==> src/rtl/rs_pkg.sv <==
package rs_pkg;
    typedef enum logic [1:0] {
        ST_IDLE  = 2'd0,
        ST_ISSUE = 2'd1,
        ST_EXIT  = 2'd2
    } rs_state_e;

    // mode bit 1 advances the first operand, bit 0 the second
    function automatic logic steps_u(input logic [1:0] mode);
        return mode[1];
    endfunction

    function automatic logic steps_v(input logic [1:0] mode);
        return mode[0];
    endfunction
endpackage

==> src/rtl/rs_count_dec.sv <==
module rs_count_dec #(
    parameter int CNT_W = 8
) (
    input  logic [CNT_W-1:0] cnt_i,
    output logic [CNT_W-1:0] dec_o,
    output logic             last_o
);
    localparam logic [CNT_W-1:0] ONE = CNT_W'(1);

    always_comb begin
        dec_o  = cnt_i - ONE;
        last_o = (cnt_i == ONE);
    end
endmodule

==> src/rtl/rs_addr_step.sv <==
module rs_addr_step #(
    parameter int ADDR_W = 12
) (
    input  logic [ADDR_W-1:0] addr_i,
    input  logic              en_i,
    output logic [ADDR_W-1:0] addr_o
);
    always_comb begin
        addr_o = addr_i + ADDR_W'(en_i);
    end
endmodule

==> src/rtl/repeat_seq.sv <==
module repeat_seq
    import rs_pkg::*;
#(
    parameter int          ADDR_W  = 12,
    parameter int          CNT_W   = 8,
    parameter int          W_W     = 12,
    parameter int          PC_W    = 12,
    parameter logic [11:0] EXIT_PC = 12'h040
) (
    input  logic              clk,
    input  logic              rst_n,
    input  logic              start_i,
    input  logic [1:0]        mode_i,
    input  logic [CNT_W-1:0]  count_i,
    input  logic [W_W-1:0]    w_i,
    input  logic [ADDR_W-1:0] u_i,
    input  logic [ADDR_W-1:0] v_i,
    output logic              issue_valid_o,
    output logic [ADDR_W-1:0] issue_u_o,
    output logic [ADDR_W-1:0] issue_v_o,
    input  logic              exec_done_i,
    output logic              exit_valid_o,
    output logic [PC_W-1:0]   exit_pc_o,
    output logic [W_W-1:0]    exit_w_o,
    output logic              busy_o
);
    localparam int NOPS = 2;

    typedef struct packed {
        rs_state_e         st;
        logic [CNT_W-1:0]  left;
        logic [ADDR_W-1:0] u;
        logic [ADDR_W-1:0] v;
        logic [1:0]        mode;
        logic [W_W-1:0]    w;
    } regs_t;

    regs_t q, d;

    logic [CNT_W-1:0]  left_dec;
    logic              left_last;
    logic [ADDR_W-1:0] cur_a [NOPS];
    logic [ADDR_W-1:0] nxt_a [NOPS];
    logic              en_a  [NOPS];

    rs_count_dec #(.CNT_W(CNT_W)) u_cnt (
        .cnt_i  (q.left),
        .dec_o  (left_dec),
        .last_o (left_last)
    );

    always_comb begin
        cur_a[0] = q.u;
        cur_a[1] = q.v;
        en_a[0]  = steps_u(q.mode);
        en_a[1]  = steps_v(q.mode);
    end

    for (genvar g = 0; g < NOPS; g++) begin : g_step
        rs_addr_step #(.ADDR_W(ADDR_W)) u_step (
            .addr_i (cur_a[g]),
            .en_i   (en_a[g]),
            .addr_o (nxt_a[g])
        );
    end

    always_comb begin
        d = q;
        unique case (q.st)
            ST_IDLE: begin
                if (start_i) begin
                    d.mode = mode_i;
                    d.left = count_i;
                    d.w    = w_i;
                    d.u    = u_i;
                    d.v    = v_i;
                    d.st   = (count_i == '0) ? ST_EXIT : ST_ISSUE;
                end
            end
            ST_ISSUE: begin
                if (exec_done_i) begin
                    d.u    = nxt_a[0];
                    d.v    = nxt_a[1];
                    d.left = left_dec;
                    d.st   = left_last ? ST_EXIT : ST_ISSUE;
                end
            end
            ST_EXIT: begin
                d.st = ST_IDLE;
            end
            default: d.st = ST_IDLE;
        endcase
    end

    always_ff @(posedge clk or negedge rst_n) begin
        if (!rst_n) begin
            q <= '{st: ST_IDLE, left: '0, u: '0, v: '0, mode: 2'b00, w: '0};
        end else begin
            q <= d;
        end
    end

    always_comb begin
        issue_valid_o = (q.st == ST_ISSUE);
        issue_u_o     = q.u;
        issue_v_o     = q.v;
        exit_valid_o  = (q.st == ST_EXIT);
        exit_pc_o     = PC_W'(EXIT_PC);
        exit_w_o      = q.w;
        busy_o        = (q.st != ST_IDLE);
    end
endmodule

==> config.mk <==
export PLATFORM = sky130hd
export DESIGN_NAME = repeat_seq
export DESIGN_NICKNAME = d
export VERILOG_FILES = /design/src/rtl/rs_pkg.sv /design/src/rtl/rs_count_dec.sv /design/src/rtl/rs_addr_step.sv /design/src/rtl/repeat_seq.sv
export SDC_FILE = /design/constraint.sdc
export NUM_CORES = 1
export LEC_CHECK = 0
export BUFFER_PORTS_ARGS = -buffer_cell sky130_fd_sc_hd__buf_2
export CAP_MARGIN = 30
export CORE_ASPECT_RATIO = 1.25
export CORE_UTILIZATION = 46
export DETAILED_ROUTE_END_ITERATION = 6
export PLACE_DENSITY = 0.74
export SETUP_SLACK_MARGIN = 0.4
export SYNTH_ARGS = -nofsm -noshare
export SYNTH_HDL_FRONTEND = slang
export SYNTH_SLANG_ARGS = --single-unit
==> constraint.sdc <==
create_clock -name clk -period 1.5 [get_ports clk]
set_input_delay 0.075 -clock clk [delete_from_list [all_inputs] [get_ports clk]]
set_output_delay 0.075 -clock clk [all_outputs]
set_load 0.05 [all_outputs]
==> flow_metrics.tcl, run 1 <==
set metrics [dict create \
    outcome "finished with violations" \
    violations "setup timing" \
    core_area_sq_um 6250 \
    hpwlAfterDp_um 5320 \
    clockBufferDepth 2 \
    fin_ws_ps -202 \
    crit_fanout 3 \
    drtIter0Drc 249 \
    worst-slew-pin-transition_ps 612 \
    antenna_found_initial 0 \
    setup_viol 43 \
    drive_gt1_frac 0.550 \
    synth.distinct_cells 47 \
    port_buffers 88 \
    synth_flop_cell "dfrtp_1" \
    die_w_um 74.4 \
    tns_ps -2780 \
    crit_type "register to register" \
    syn_avg_cell_area_sq_um 9.09 \
    dieArea_sq_um 6890 \
    vias 3221 \
    gp_congestion 0.848 \
    hold_viol_final 0 \
    start_util 0.483 \
    place_area_sq_um 3510 \
    layout.area.seq_sq_um 1210 \
    r2r_cells 4 \
    clk_pin_slew_ps 100 \
    grt_overflow 0 \
    rr_endpoint "q[46]" \
    multi_input_area_sq_um 1860 \
    n_antenna_cell 0 \
    synth.cell_area_sq_um 3020 \
    relSlewSlack 0.592 \
    die_height_um 92.5 \
    yosys_warnings 0 \
    synthCells 332 \
    crit_required_ps 1690 \
    wl_per_cell_um 21.2 \
    row_count 32 \
    clock_latency_ps 310 \
    grt_use_total 0.283 \
    whs_path_depth 2 \
    cts_sinks 48 \
    p_per_area_nw_per_um2 2440 \
    r2r_start "q[40]" \
    drt_first_pass_iters 5 \
    holdPathEnd "exit_w_o[4]" \
    max_clock_freq_mhz 588 \
    grt_pass1_vias 3006 \
    grt_pass1_wl_um 14600 \
    ys_ff_latch 48 \
    r2r_slack_ps -200 \
    drv_slew 0 \
    cap_violations 0 \
    cp_data_arrival_time_ps 1890 \
    design_area_sq_um 4780 \
    ioPinCount 101 \
    min_period_over_period 1.13 \
    synth-edff-count 0 \
    vias_per_cell 6.11 \
    startpoint_type "register" \
    grt_max_degree 29 \
    detail-route-antenna-nets 0 \
    fill_cells 407 \
    wl_um 11200 \
    finalNetCount 497 \
    end_kind "register" \
    async_flop_share 1.00 \
    ctsHtreeMaxLevel 2 \
    cts_buffers 5 \
    irDropWorstVdd_v 0.00165 \
    pre_cts_slack_ps -168 \
    fin_crit_ps 1700 \
    min_from "w_i[4]" \
    worst_clock_skew_ps 14.1 \
    p_leak_nw 2.07 \
    drc 0 \
    area_growth_syn_to_layout_pct 58.5 \
    clockRootBuffer "clkbuf_8" \
    yosysSeqAreaShare 0.398 \
    rsz0062_at_grt "yes" \
    hp-class "input pin to register" \
    cts_tree "built" \
]
## state kept, by name (all words and copies together) (netlist names)
name       flops
en_a           2
exit_w_o      12
issue_u_o     12
issue_v_o     12
q             10
## kinds of logic (layout without fill, tap and decap cells)
kind of cell	count (synthesis)	count (layout)	share of synthesized area
AO/OA/AOI/OAI	101	101	0.209
AND/OR/NAND/NOR	86	86	0.146
buffers and inverters	74	174	0.164
flip-flops	48	48	0.398
multiplexers	15	15	0.0556
adder cells (fa/ha/maj)	6	6	0.0249
other	2	12	0.00249
## synth_stat cells, types with 2 or more instances
cell	number	area [sq um]
o22a_1	5	43.8
nor4_1	12	75.1
o21ai_1	14	70.1
nor2_1	20	75.1
a22oi_1	6	45.0
nand2_1	13	48.8
o21ai_0	10	50.1
o2bb2ai_1	3	26.3
a31oi_1	13	81.3
and3_1	2	12.5
inv_1	8	30.0
dfrtp_1	48	1200
and2_1	2	12.5
o21a_1	2	15.0
ha_1	6	75.1
conb_1	2	7.51
nor3_1	9	45.0
nand4_1	2	12.5
a32oi_1	3	26.3
buf_2	11	55.1
mux2_2	14	158
nand3_1	17	85.1
a21oi_1	32	160
buf_4	50	375
a311oi_1	3	26.3
clkbuf_1	3	11.3
buf_6	2	22.5
## worst max-delay path by stage
stage | start | slack, ps | cells after the start | end
after floorplan | q[47] | -40 | 4 | en_a[0]
after global placement | q[46] | -140 | 5 | issue_v_o[10]
after detailed placement | q[46] | -170 | 5 | issue_v_o[10]
after CTS | q[40] | -60 | 4 | q[46]
after global routing | q[40] | -220 | 4 | q[46]
final | q[40] | -200 | 4 | q[46]
## routing by layer
metal,up-vias,wire length (um),GRT usage
li1,1383,-,-
met1,1577,3960,0.321
met2,209,5820,0.492
met3,52,860,0.0501
met4,0,557,0.146
met5,-,0,0
## final cells by class
cell class / instances / share of cell area
sequential: 48 / 0.252
timing repair buffer: 158 / 0.301
clock buffer: 7 / 0.0202
multi-input combinational: 220 / 0.390
inverter: 8 / 0.00785
tap: 85 / 0.0222
clock inverter: 1 / 0.00628
## through the flow
stage | instances | total power (W) | util | hold WS [ps]
after CTS | 509 | 0.0103 | 0.690 | 0.665
final | 527 | 0.0117 | 0.765 | 2.71
after global routing | 527 | 0.0121 | 0.765 | 4.78
after detailed placement | 476 | 0.00789 | 0.561 | 122
after floorplan | 342 | 0.00732 | - | -221
after global placement | 476 | 0.00778 | 0.561 | 109
## cell usage in the layout (no fill, tap or decap), drive strengths merged, types with 2 or more instances in the layout
| master | netlist | layout |
|---|---|---|
| and2 | 2 | 2 |
| dlygate4sd3 | 0 | 9 |
| nor4 | 12 | 12 |
| a22oi | 6 | 6 |
| buf | 63 | 140 |
| a21oi | 32 | 32 |
| clkbuf | 3 | 16 |
| a32oi | 3 | 3 |
| nand3 | 17 | 17 |
| a31oi | 13 | 13 |
| a311oi | 3 | 3 |
| nand2 | 13 | 13 |
| inv | 8 | 8 |
| o21a | 2 | 2 |
| nor3 | 10 | 10 |
| o21ai | 24 | 24 |
| mux2 | 14 | 14 |
| o2bb2ai | 3 | 3 |
| dfrtp | 48 | 48 |
| ha | 6 | 6 |
| and3 | 2 | 2 |
| or2 | 2 | 2 |
| conb | 2 | 12 |
| nand4 | 2 | 2 |
| o22a | 5 | 5 |
| nor2 | 22 | 22 |
## repair_timing
item,CTS,global route
setup endpoints to repair,63,68
hold buffers,8,1
setup buffers,12,12
pin swaps,16,11
gates cloned,5,5
gates resized for setup,97,67
hold endpoints to repair,30,1
## where the power goes
| part | switching (W) | internal, W |
|---|---|---|
| Clock | 0.000475 | 0.000590 |
| Combinational | 0.00467 | 0.00330 |
| Sequential | 0.000721 | 0.00192 |
## worst max-delay path, cell delays in order (launching register included)
cell and delay (ps):
dfrtp_1 400, or4_4 590, nor3_4 190, nand3_2 130, a22o_1 270
Note: power is estimated with default switching activity, not from simulation.
==> run 2, diff against run 1 <==
--- a/config.mk
+++ b/config.mk
@@ -10,6 +10,7 @@
 export CORE_ASPECT_RATIO = 1.25
 export CORE_UTILIZATION = 46
 export DETAILED_ROUTE_END_ITERATION = 6
+export HOLD_SLACK_MARGIN = 0.08
 export PLACE_DENSITY = 0.74
 export SETUP_SLACK_MARGIN = 0.4
 export SYNTH_ARGS = -nofsm -noshare
==> run 2 against run 1 <==
  * Register-to-register slack worse by 90 ps
  * Sequential cell count stayed put
  * Count of clock-buffer cells in the layout stayed put
  * Largest power group unchanged
  * The run still ends with setup timing left
  * Clock skew is 2.6 ps higher
  * Non-clock buffer count is 25 higher
  * Power is 4.9% higher
  * Highest routed layer unchanged
==> flow_metrics.tcl, run 2 (synthesis gave the netlist of run 1 again) <==
set metrics [dict create \
    cts_sinks 48 \
    grt_use_total 0.306 \
    grt_pass1_vias 3154 \
    cap_violations 0 \
    pre_cts_slack_ps -168 \
    holdPathEnd "issue_u_o[7]" \
    port_buffers 88 \
    hp-class "input pin to register" \
    outcome "finished with violations" \
    slowest_delay_ps 560 \
    detail-route-antenna-nets 0 \
    worst_clock_skew_ps 16.7 \
    die_height_um 92.5 \
    start_util 0.483 \
    wl_um 12800 \
    row_count 32 \
    vias 3444 \
    p_per_area_nw_per_um2 2400 \
    worst-slew-pin-transition_ps 616 \
    dp.cells 476 \
    n_antenna_cell 0 \
    max_clock_freq_mhz 559 \
    r2r_start "q[38]" \
    layout_common_cells "buf_2 (65), dfrtp_1 (43), buf_4 (41)" \
    die_w_um 74.4 \
    fin_util 0.817 \
    r2r_cells 5 \
    cp_data_arrival_time_ps 2030 \
    grt_overflow 0 \
    drtIter0Drc 302 \
    dieArea_sq_um 6890 \
    relSlewSlack 0.585 \
    worstPathCellList "inv_1, ha_1, a21oi_1, o21ai_4, o21ai_2" \
    drv_slew 0 \
    p_leak_nw 2.20 \
    ctsHtreeMaxLevel 2 \
    end_kind "register" \
    area_growth_syn_to_layout_pct 69.1 \
    cts_tree "built" \
    cts_buffers 5 \
    setup_viol 39 \
    crit_fanout 6 \
    fill_cells 350 \
    hold_viol_final 0 \
    antenna_found_initial 0 \
    whs_path_depth 3 \
    drc 0 \
    gp_congestion 0.848 \
    critPathTopFamily "compound AO/OA/AOI/OAI gates" \
    drt_first_pass_iters 5 \
    crit_type "register to register" \
    irDropWorstVdd_v 0.00148 \
    hpwlAfterDp_um 5320 \
    rr_endpoint "q[44]" \
    min_from "u_i[7]" \
    min_period_over_period 1.19 \
    grt_pass1_wl_um 15800 \
    clk_pin_slew_ps 110 \
    fin_crit_ps 1790 \
    cp.buffers_inverters 1 \
    clockBufferDepth 2 \
    grt_max_degree 29 \
    tns_ps -3340 \
    finalNetCount 522 \
    critPathSlowestCell "dfrtp_1" \
    rsz0062_at_grt "yes" \
    crit_required_ps 1740 \
    violations "setup timing" \
    vias_per_cell 6.24 \
    design_area_sq_um 5100 \
    clockRootBuffer "clkbuf_8" \
    fin_cells 552 \
    startpoint_type "register" \
    ioPinCount 101 \
    r2r_slack_ps -290 \
    fin_ws_ps -290 \
    wl_per_cell_um 23.2 \
    layout_commonest_cell "buf_2" \
    place_area_sq_um 3510 \
    core_area_sq_um 6250 \
    drive_gt1_frac 0.561 \
    clock_latency_ps 320 \
]
## run 2: cell types whose count changed in the layout (fill, tap and decap cells not counted), moves of 4 or more
cell | before | now
dlygate4sd3_1 | 9 | 26
buf_4 | 35 | 41
nor2_1 | 14 | 10
nor2_4 | 3 | 7
o21ai_2 | 9 | 13
## run 2: area by class of cell
type,count,area (sq um),area share
Timing Repair Buffer,183,1710,0.334
Clock buffer,7,96.3,0.0189
Clock inverter,1,30.0,0.00589
Inverter,8,37.5,0.00736
Tap cell,85,106,0.0208
Sequential cell,48,1210,0.237
Multi-Input combinational cell,220,1920,0.376
## run 2: timing repair
action,CTS,global route
gates cloned,5,6
buffers inserted,12,19
pin swaps,16,16
resized for setup,97,89
endpoints found under the hold margin,47,1
endpoints found under the setup margin,63,68
hold buffers,25,1
## run 2: stage by stage
step	hold slack [ps]	power (W)
floorplan	-221	0.00732
CTS	80.7	0.0103
global placement	109	0.00778
finish	68.5	0.0122
detailed placement	122	0.00789
global route	82.9	0.0127
## run 2: power by group
group / switching [W] / internal (W)
Combinational: 0.00493 / 0.00355
Clock: 0.000487 / 0.000590
Sequential: 0.000764 / 0.00192
## run 2: tightest hold or removal path, stage by stage
cell	delay (ps)
buf_2	80
a21oi_1	70
o2bb2ai_2	140
## run 2: worst max path at each step
stage	start	endpoint	slack, ps	depth (start not counted)
final	q[38]	q[44]	-290	5
after CTS	q[40]	q[46]	-60	4
after global routing	q[38]	q[44]	-310	5
after detailed placement	q[46]	issue_v_o[10]	-170	5
after floorplan	q[47]	en_a[0]	-40	4
after global placement	q[46]	issue_v_o[10]	-140	5
## run 2: per-layer routing
metal  GRT usage  vias up  wire (um)
li1            -     1426          -
met1       0.352     1663       4400
met2       0.538      263       6350
met3      0.0468       92       1020
met4       0.151        0       1050
met5           0        -          0
